===== config.mk =====
export PLATFORM = sky130hd
export DESIGN_NAME = async_sram_ctl
export DESIGN_NICKNAME = d
export VERILOG_FILES = /design/src/rtl/sram_ctl_pkg.sv /design/src/rtl/sram_timer.sv /design/src/rtl/sram_seq.sv /design/src/rtl/sram_datapath.sv /design/src/rtl/async_sram_ctl.sv
export SDC_FILE = /design/constraint.sdc
export NUM_CORES = 1
export LEC_CHECK = 0
export BUFFER_PORTS_ARGS = -buffer_cell sky130_fd_sc_hd__clkbuf_2
export CORE_ASPECT_RATIO = 0.9
export CORE_MARGIN = 2
export CORE_UTILIZATION = 25
export DETAILED_ROUTE_END_ITERATION = 12
export HOLD_SLACK_MARGIN = 0.05
export SLEW_MARGIN = 20
export SYNTH_ARGS = -nofsm -noshare
export SYNTH_HDL_FRONTEND = slang
export SYNTH_SLANG_ARGS = --single-unit

===== constraint.sdc =====
create_clock -name clk -period 3.6 [get_ports clk]
set_input_delay 0.54 -clock clk [delete_from_list [all_inputs] [get_ports clk]]
set_output_delay 0.54 -clock clk [all_outputs]
set_load 0.01 [all_outputs]

===== src/rtl/sram_ctl_pkg.sv =====
package sram_ctl_pkg;

  typedef enum logic [1:0] {
    ST_IDLE,
    ST_READ,
    ST_WRITE,
    ST_REC
  } seq_state_t;

  function automatic int unsigned ceil_cyc(input int unsigned ns, input int unsigned clk_ns);
    return (ns + clk_ns - 1) / clk_ns;
  endfunction

  function automatic int unsigned max2(input int unsigned a, input int unsigned b);
    return (a > b) ? a : b;
  endfunction

  // load phase: access from select, access from output gate, cycle minimum
  function automatic int unsigned read_cycles(input int unsigned rc_ns, input int unsigned aa_ns,
                                              input int unsigned oe_ns, input int unsigned clk_ns);
    return max2(1, max2(ceil_cyc(rc_ns, clk_ns), max2(ceil_cyc(aa_ns, clk_ns), ceil_cyc(oe_ns, clk_ns))));
  endfunction

  // store pulse: pulse width, select-to-end, data setup (drive starts one cycle late),
  // cycle minimum less the mandatory idle cycle
  function automatic int unsigned write_cycles(input int unsigned wp_ns, input int unsigned cw_ns,
                                               input int unsigned dw_ns, input int unsigned wc_ns,
                                               input int unsigned clk_ns);
    int unsigned n;
    n = max2(ceil_cyc(wp_ns, clk_ns), ceil_cyc(cw_ns, clk_ns));
    n = max2(n, ceil_cyc(dw_ns, clk_ns) + 1);
    n = max2(n, ceil_cyc(wc_ns, clk_ns) - 1);
    return max2(n, 2);
  endfunction

  function automatic int unsigned recover_cycles(input int unsigned hz_ns, input int unsigned clk_ns);
    return max2(1, ceil_cyc(hz_ns, clk_ns));
  endfunction

endpackage


===== src/rtl/sram_timer.sv =====
module sram_timer #(
  parameter int unsigned CNT_W = 3
) (
  input  logic             clk,
  input  logic             rst_n,
  input  logic             load,
  input  logic [CNT_W-1:0] load_val,
  output logic             done
);
  logic [CNT_W-1:0] cnt_q;

  always_ff @(posedge clk) begin
    if (!rst_n)              cnt_q <= '0;
    else if (load)           cnt_q <= load_val;
    else if (cnt_q != '0)    cnt_q <= cnt_q - 1'b1;
  end

  assign done = (cnt_q == '0);
endmodule


===== src/rtl/sram_seq.sv =====
module sram_seq
  import sram_ctl_pkg::*;
#(
  parameter int unsigned CNT_W  = 3,
  parameter int unsigned RD_CYC = 7,
  parameter int unsigned WR_CYC = 7,
  parameter int unsigned RD_REC = 3,
  parameter int unsigned WR_REC = 1
) (
  input  logic             clk,
  input  logic             rst_n,
  input  logic             host_req,
  input  logic             host_we,
  input  logic             tmr_done,
  output logic             tmr_load,
  output logic [CNT_W-1:0] tmr_val,
  output logic             accept,
  output logic             capture,
  output logic             write_phase,
  output logic             host_ready,
  output logic             ram_ce_n,
  output logic             ram_we_n,
  output logic             ram_oe_n
);
  seq_state_t state_q, state_d;

  always_comb begin
    state_d  = state_q;
    tmr_load = 1'b0;
    tmr_val  = '0;
    unique case (state_q)
      ST_IDLE: if (host_req) begin
        state_d  = host_we ? ST_WRITE : ST_READ;
        tmr_load = 1'b1;
        tmr_val  = host_we ? CNT_W'(WR_CYC - 1) : CNT_W'(RD_CYC - 1);
      end
      ST_READ: if (tmr_done) begin
        state_d  = ST_REC;
        tmr_load = 1'b1;
        tmr_val  = CNT_W'(RD_REC - 1);
      end
      ST_WRITE: if (tmr_done) begin
        state_d  = ST_REC;
        tmr_load = 1'b1;
        tmr_val  = CNT_W'(WR_REC - 1);
      end
      ST_REC: if (tmr_done) state_d = ST_IDLE;
      default: state_d = ST_IDLE;
    endcase
  end

  assign accept      = (state_q == ST_IDLE) && host_req;
  assign capture     = (state_q == ST_READ) && tmr_done;
  assign write_phase = (state_q == ST_WRITE);
  assign host_ready  = (state_q == ST_IDLE);

  // strobes registered from the next state: glitch-free, aligned with the state
  always_ff @(posedge clk) begin
    if (!rst_n) begin
      state_q  <= ST_IDLE;
      ram_ce_n <= 1'b1;
      ram_we_n <= 1'b1;
      ram_oe_n <= 1'b1;
    end else begin
      state_q  <= state_d;
      ram_ce_n <= !((state_d == ST_READ) || (state_d == ST_WRITE));
      ram_we_n <= !(state_d == ST_WRITE);
      ram_oe_n <= !(state_d == ST_READ);
    end
  end
endmodule


===== src/rtl/sram_datapath.sv =====
module sram_datapath #(
  parameter int unsigned ADDR_W = 19,
  parameter int unsigned DATA_W = 8
) (
  input  logic              clk,
  input  logic              rst_n,
  input  logic              accept,
  input  logic              capture,
  input  logic              write_phase,
  input  logic [ADDR_W-1:0] host_addr,
  input  logic [DATA_W-1:0] host_wdata,
  input  logic [DATA_W-1:0] ram_dq_in,
  output logic [ADDR_W-1:0] ram_addr,
  output logic [DATA_W-1:0] ram_dq_out,
  output logic              ram_dq_oe,
  output logic [DATA_W-1:0] host_rdata,
  output logic              host_rvalid
);
  always_ff @(posedge clk) begin
    if (!rst_n) begin
      ram_addr    <= '0;
      ram_dq_out  <= '0;
      ram_dq_oe   <= 1'b0;
      host_rdata  <= '0;
      host_rvalid <= 1'b0;
    end else begin
      if (accept) begin
        ram_addr   <= host_addr;
        ram_dq_out <= host_wdata;
      end
      // one cycle behind the write strobe on both edges
      ram_dq_oe   <= write_phase;
      host_rvalid <= capture;
      if (capture) host_rdata <= ram_dq_in;
    end
  end
endmodule


===== src/rtl/async_sram_ctl.sv =====
module async_sram_ctl
  import sram_ctl_pkg::*;
#(
  parameter int unsigned ADDR_W  = 19,
  parameter int unsigned DATA_W  = 8,
  parameter int unsigned CLK_NS  = 8,
  parameter int unsigned T_RC_NS = 55,
  parameter int unsigned T_AA_NS = 55,
  parameter int unsigned T_OE_NS = 30,
  parameter int unsigned T_WP_NS = 45,
  parameter int unsigned T_CW_NS = 50,
  parameter int unsigned T_DW_NS = 25,
  parameter int unsigned T_WC_NS = 55,
  parameter int unsigned T_HZ_NS = 20
) (
  input  logic              clk,
  input  logic              rst_n,
  input  logic              host_req,
  input  logic              host_we,
  input  logic [ADDR_W-1:0] host_addr,
  input  logic [DATA_W-1:0] host_wdata,
  output logic              host_ready,
  output logic [DATA_W-1:0] host_rdata,
  output logic              host_rvalid,
  output logic              ram_ce_n,
  output logic              ram_we_n,
  output logic              ram_oe_n,
  output logic [ADDR_W-1:0] ram_addr,
  output logic [DATA_W-1:0] ram_dq_out,
  output logic              ram_dq_oe,
  input  logic [DATA_W-1:0] ram_dq_in
);
  localparam int unsigned RD_CYC  = read_cycles(T_RC_NS, T_AA_NS, T_OE_NS, CLK_NS);
  localparam int unsigned WR_CYC  = write_cycles(T_WP_NS, T_CW_NS, T_DW_NS, T_WC_NS, CLK_NS);
  localparam int unsigned RD_REC  = recover_cycles(T_HZ_NS, CLK_NS);
  localparam int unsigned WR_REC  = 1;
  localparam int unsigned MAX_CYC = max2(max2(RD_CYC, WR_CYC), RD_REC);
  localparam int unsigned CNT_W   = $clog2(MAX_CYC + 1);

  // named internal events, observed by the bound checker
  logic             accept;
  logic             capture;
  logic             write_phase;
  logic             tmr_load;
  logic             tmr_done;
  logic [CNT_W-1:0] tmr_val;

  sram_timer #(.CNT_W(CNT_W)) u_timer (
    .clk      (clk),
    .rst_n    (rst_n),
    .load     (tmr_load),
    .load_val (tmr_val),
    .done     (tmr_done)
  );

  sram_seq #(
    .CNT_W  (CNT_W),
    .RD_CYC (RD_CYC),
    .WR_CYC (WR_CYC),
    .RD_REC (RD_REC),
    .WR_REC (WR_REC)
  ) u_seq (
    .clk         (clk),
    .rst_n       (rst_n),
    .host_req    (host_req),
    .host_we     (host_we),
    .tmr_done    (tmr_done),
    .tmr_load    (tmr_load),
    .tmr_val     (tmr_val),
    .accept      (accept),
    .capture     (capture),
    .write_phase (write_phase),
    .host_ready  (host_ready),
    .ram_ce_n    (ram_ce_n),
    .ram_we_n    (ram_we_n),
    .ram_oe_n    (ram_oe_n)
  );

  sram_datapath #(.ADDR_W(ADDR_W), .DATA_W(DATA_W)) u_dp (
    .clk         (clk),
    .rst_n       (rst_n),
    .accept      (accept),
    .capture     (capture),
    .write_phase (write_phase),
    .host_addr   (host_addr),
    .host_wdata  (host_wdata),
    .ram_dq_in   (ram_dq_in),
    .ram_addr    (ram_addr),
    .ram_dq_out  (ram_dq_out),
    .ram_dq_oe   (ram_dq_oe),
    .host_rdata  (host_rdata),
    .host_rvalid (host_rvalid)
  );
endmodule


== Word-level counts from Yosys, hierarchy flattened ==
Index checks and enable logic that the tools add are counted.
Operators by class
  reduce and logical (&&, ||, !) cells: 11
  multiplexer cells: 13
  add/sub/neg operators: 1
  eq/ne operators: 5
Operators by type and width (count)
  $mux W2: 5
  $mux W3: 3
  $eq A2 B2 Y1 const B: 3
  $pmux W2 S3: 1
  $pmux W3 S2: 1
  $eq A2 B1 Y1 const B: 2
  $logic_not A1 Y1: 3
  $logic_not A3 Y1: 1
  $reduce_bool A3 Y1: 1
  $sub A3 B1 Y3 const B: 1
  $logic_and A1 B1 Y1: 2
  $logic_not A2 Y1: 1
  $mux W1: 2
  $pmux W1 S2: 1
  $reduce_bool A2 Y1: 1
  $reduce_or A2 Y1: 1
  $logic_or A1 B1 Y1: 1
Storage, ports and cells
  output and inout bits: 41
  bits of input ports: 39
  register bits: 45

== Logic depth before layout (Yosys ltp) ==
  depth in word-level cells: 6
  gate-level depth with buffers: 8
  depth with buffers taken out: 8

== Hierarchy ==
Synthesis repeated with hierarchy kept, for this count alone.
Unflattened totals
  cell total of the unflattened synthesis: 183
  area total of the unflattened synthesis: 1986.9 um^2
Modules (own cells, without submodules)
  sram_datapath: area each 1392.6 um^2, cells an instance 116, sequential area each 740.7 um^2, instances 1
  sram_seq: area each 389.1 um^2, cells an instance 45, sequential area each 100.1 um^2, instances 1
  sram_timer: area each 205.2 um^2, cells an instance 22, sequential area each 60.1 um^2, instances 1

== Least setup slack after synthesis ==
No wires, ideal clock.
  path type: register to register
  from: register u_seq.state_q[1]
  to: register u_seq.ram_ce_n
  buffers on the path: 0
  setup slack: 1793 ps
  stages on the path, launching flop included: 8
  data required time: 3483 ps
  arrival time: 1690 ps
  cell sequence: dfxtp_1 > inv_1 > ha_1 > o211a_1 > a311oi_2 > inv_1 > ha_1 > nand2b_1
RTL lines
  from (decl): RTL line sram_seq.sv:25  | seq_state_t state_q, state_d;
  from (signal assigned): RTL line sram_seq.sv:65  | state_q <= state_d;
  $logic_not A2 Y1 (*)
  via host_ready: RTL line async_sram_ctl.sv:22  | output logic host_ready,
  $pmux W2 S3 (*): RTL line sram_seq.sv:31  | unique case (state_q)
  via u_seq.state_d[0]: RTL line sram_seq.sv:25
  $eq A2 B1 Y1 / $eq A2 B2 Y1 (equally long branches): RTL line sram_seq.sv:66  | ram_ce_n <= !((state_d == ST_READ) || (state_d == ST_WRITE));
  $logic_or A1 B1 Y1 (*): RTL line sram_seq.sv:66
  $logic_not A1 Y1 (*): RTL line sram_seq.sv:66
  to (signal assigned): RTL line sram_seq.sv:66
  to (decl): RTL line sram_seq.sv:21  | output logic ram_ce_n,
The timed path passes the listed nets; every way through them passes the cells marked *.
A chain may end at the register's enable or synchronous reset.

== Worst setup path in the final report ==
  from: register u_seq.state_q[1]
  to: register u_seq.ram_ce_n
Between the ends
  cells in the longest elaborated chain, start to end: 6
RTL lines (RTL line)
  $eq A2 B1 Y1 / $eq A2 B2 Y1 (equally long branches): sram_seq.sv:31
  $reduce_or A2 Y1 (no source line)
  $pmux W2 S3 (*): sram_seq.sv:31
  via u_seq.state_d[0]: sram_seq.sv:25
  $eq A2 B1 Y1 / $eq A2 B2 Y1 (equally long branches): sram_seq.sv:66
  $logic_or A1 B1 Y1 (*): sram_seq.sv:66
  $logic_not A1 Y1 (*): sram_seq.sv:66
Marks and branches as above.

==> flow_summary.toml <==
[grt]
antenna_found_initial = 0
grt_pass1_wl_mm = 7.04
grt_max_degree = 46
overflow = 0
grt_pass1_vias = 1550
track_usage_pct = 10.9

[route]
drc = 0
wl_per_cell_um = 11.0
drt-total-wl_mm = 4.18
viasPerCell = 4.32
drt-pass1-iter-count = 4
ant_nets = 0
drtIter0Drc = 22
vias = 1636

[layout]
drive_gt1_share_pct = 32.5
fill_cells = 768
multiInputGateArea_sq_um = 871
areaGrowthSynthToFinish_pct = 32.3
fin_nets = 332
regArea_sq_um = 901
n_antenna_cell = 0

[worst_setup_path]
critPathKind = "reg -> reg"
slowest_stage = "dfxtp_1"
path_cells = "inv_1 -> ha_1 -> o211a_1 -> a311oi_2 -> inv_1 -> ha_1 -> nand2b_1"
worstPathMaxFanout = 8
cp-end-kind = "flop"
reg2regPathDepth = 7
path_buf_inv = 2
path_delay_family = "compound AO/OA/AOI/OAI gates"
crit_path_start_kind = "flop"
crit_cells = 7
slowest_delay_ns = 0.40
cp_data_required_time_ns = 3.76
arrival_ns = 2.09

[yosys]
yosys_warnings = 0
syn-cell-area_sq_um = 1860
ys_seq_elements = 45
yosysSeqAreaShare_pct = 48.6
synth.net_count = 256
synthArstFlopShare_pct = 0
synth_flop_cell = "dfxtp_1"
syn_inst = 209
synth_area_per_cell_sq_um = 8.88
yosys.cell_types.count = 29
synth_edf_count = 0

[die]
die_h_um = 85.7
pin_count = 80
die_x_um = 94.8
start_util_pct = 26.1
design.die.area_sq_um = 8130
coreArea_sq_um = 7110
rows = 29

[power]
ir_worst_vdd_v = 0.000204
power_density_nw_per_um2 = 689
total_power_mw = 1.69
cellLeakagePower_nw = 1.12

[placement]
gp_congestion = 0.726
portBuffers = 79
hpwl_mm = 3.05

[sta]
period_minus_slack_ns = 1.93
rsz0062_at_grt = "false"
worstMarginPinSlew_ns = 0.772
finClkSkew_ns = 0.00528
hold_viol = 0
finalSetupTns_ns = 0
finalCritPeriodShare_pct = 53.7
slew_viol_final = 0
setup_violations = 0
slew-limit-headroom_pct = 48.6
fmax_mhz = 517

[hold_path]
hp-class = "in -> reg"
hold_depth = 3

[clock_tree]
clk_pin_slew_ns = 0.09
cts_resized = 0
cts.sinks = 45
cts_buffers = 5
cts_root_buffer = "clkbuf_8"
cts_setup_buffers = 0
htree_levels = 2
ctsLongestPathBuffers = 2
postCtsHoldBufs = 0
cts_tree = "done"
clock_latency_ns = 0.29

[status]
status = "finished clean"

[run]
cap_violations = 0
-- power by group --
part / switching (mW) / internal, mW
combinational: 0.356 / 0.243
sequential: 0.0494 / 0.595
clock: 0.171 / 0.276
total: 0.576 / 1.11
-- tightest hold or removal path: stages --
cell and delay [ns]:
clkbuf_2 0.08, nand2_1 0.04, a21boi_1 0.05
-- cell families (layout without fill, tap and decap cells) --
kind of cell	Yosys count	in the layout	share of synthesized area, %
and+or+nand+nor	91	91	21.8
buffers and inverters	18	95	4.52
muxes	1	1	0.607
AOI/OAI and AO/OA	46	46	19.2
DFF	45	45	48.6
adders and majority gates	8	8	5.39
-- routing by layer --
layer / vias to the layer above / wire (um) / global-route usage (%)
met1: 733 / 2020 / 14.1
met2: 57 / 1840 / 17.5
met5: - / 0 / 0
li1: 843 / - / -
met4: 0 / 21 / 3.16
met3: 3 / 304 / 3.25
-- path summary, 6_finish.rpt --
| path | end | slack, ns | startpoint |
|---|---|---|---|
| setup / recovery | u_seq.ram_ce_n | 1.67 | u_seq.state_q[1] |
| hold / removal | u_dp.ram_addr[12] | 0.45 | host_addr[12] |
| setup reg to reg | u_seq.ram_ce_n | 1.67 | u_seq.state_q[1] |
| hold reg to reg | u_dp.ram_addr[11] | 0.46 | u_dp.ram_addr[11] |
-- layout by cell type (no fill, tap or decap), types with 2 or more instances in the layout --
cell type and n:
ha_1 8, nand2_1 67, dfxtp_1 45, nand3_1 8, and2_1 4, nor2b_1 2, bufinv_16 2, a21oi_1 2
inv_1 6, clkbuf_2 79, nor2_1 2, buf_4 2, nand2b_1 2, a21boi_1 35, clkbuf_8 5, o21ai_0 2
-- area by class of cell --
cell class / instances / area share, %
Clock inverter: 3 / 2.65
Multi-Input combinational cell: 146 / 35.5
Sequential cell: 45 / 36.7
Tap cell: 93 / 4.74
Clock buffer: 5 / 2.80
Timing Repair Buffer: 81 / 16.7
Inverter: 6 / 0.917
-- synthesized netlist by cell type, drive strengths merged, types with 2 or more instances --
master   n  area, sq um
a21oi    2         10.0
clkbuf   5         18.8
ha       8          100
buf      7         42.5
nand3    8         40.0
inv      6         22.5
dfxtp   45          901
a21boi  35          263
nor2b    2         12.5
nor2     2         7.51
nand2b   3         26.3
and2     4         25.0
o21ai    2         10.0
nand2   67          251
-- state kept, by name, indices dropped and copies added (netlist names) --
signal            count
u_dp.ram_addr        19
u_dp.host_rdata       8
u_dp.ram_dq_out       8
u_timer.cnt_q         3
u_seq.state_q         2
u_dp.host_rvalid      1
u_dp.ram_dq_oe        1
u_seq.ram_ce_n        1
u_seq.ram_oe_n        1
u_seq.ram_we_n        1
-- stage by stage --
step                      cell area, sq um  util (%)  setup slack, ns  instances  hold WS, ns
after detailed placement              2320      32.6             1.65        371        0.446
after global routing                  2450      34.5             1.43        379        0.443
final                                 2450      34.5             1.67        379        0.453
after floorplan                       1860         -             1.79        209        0.479
after CTS                             2450      34.5             1.65        379        0.437
after global placement                2320      32.6             1.71        371        0.440
Power figures use the tool's default switching activity.
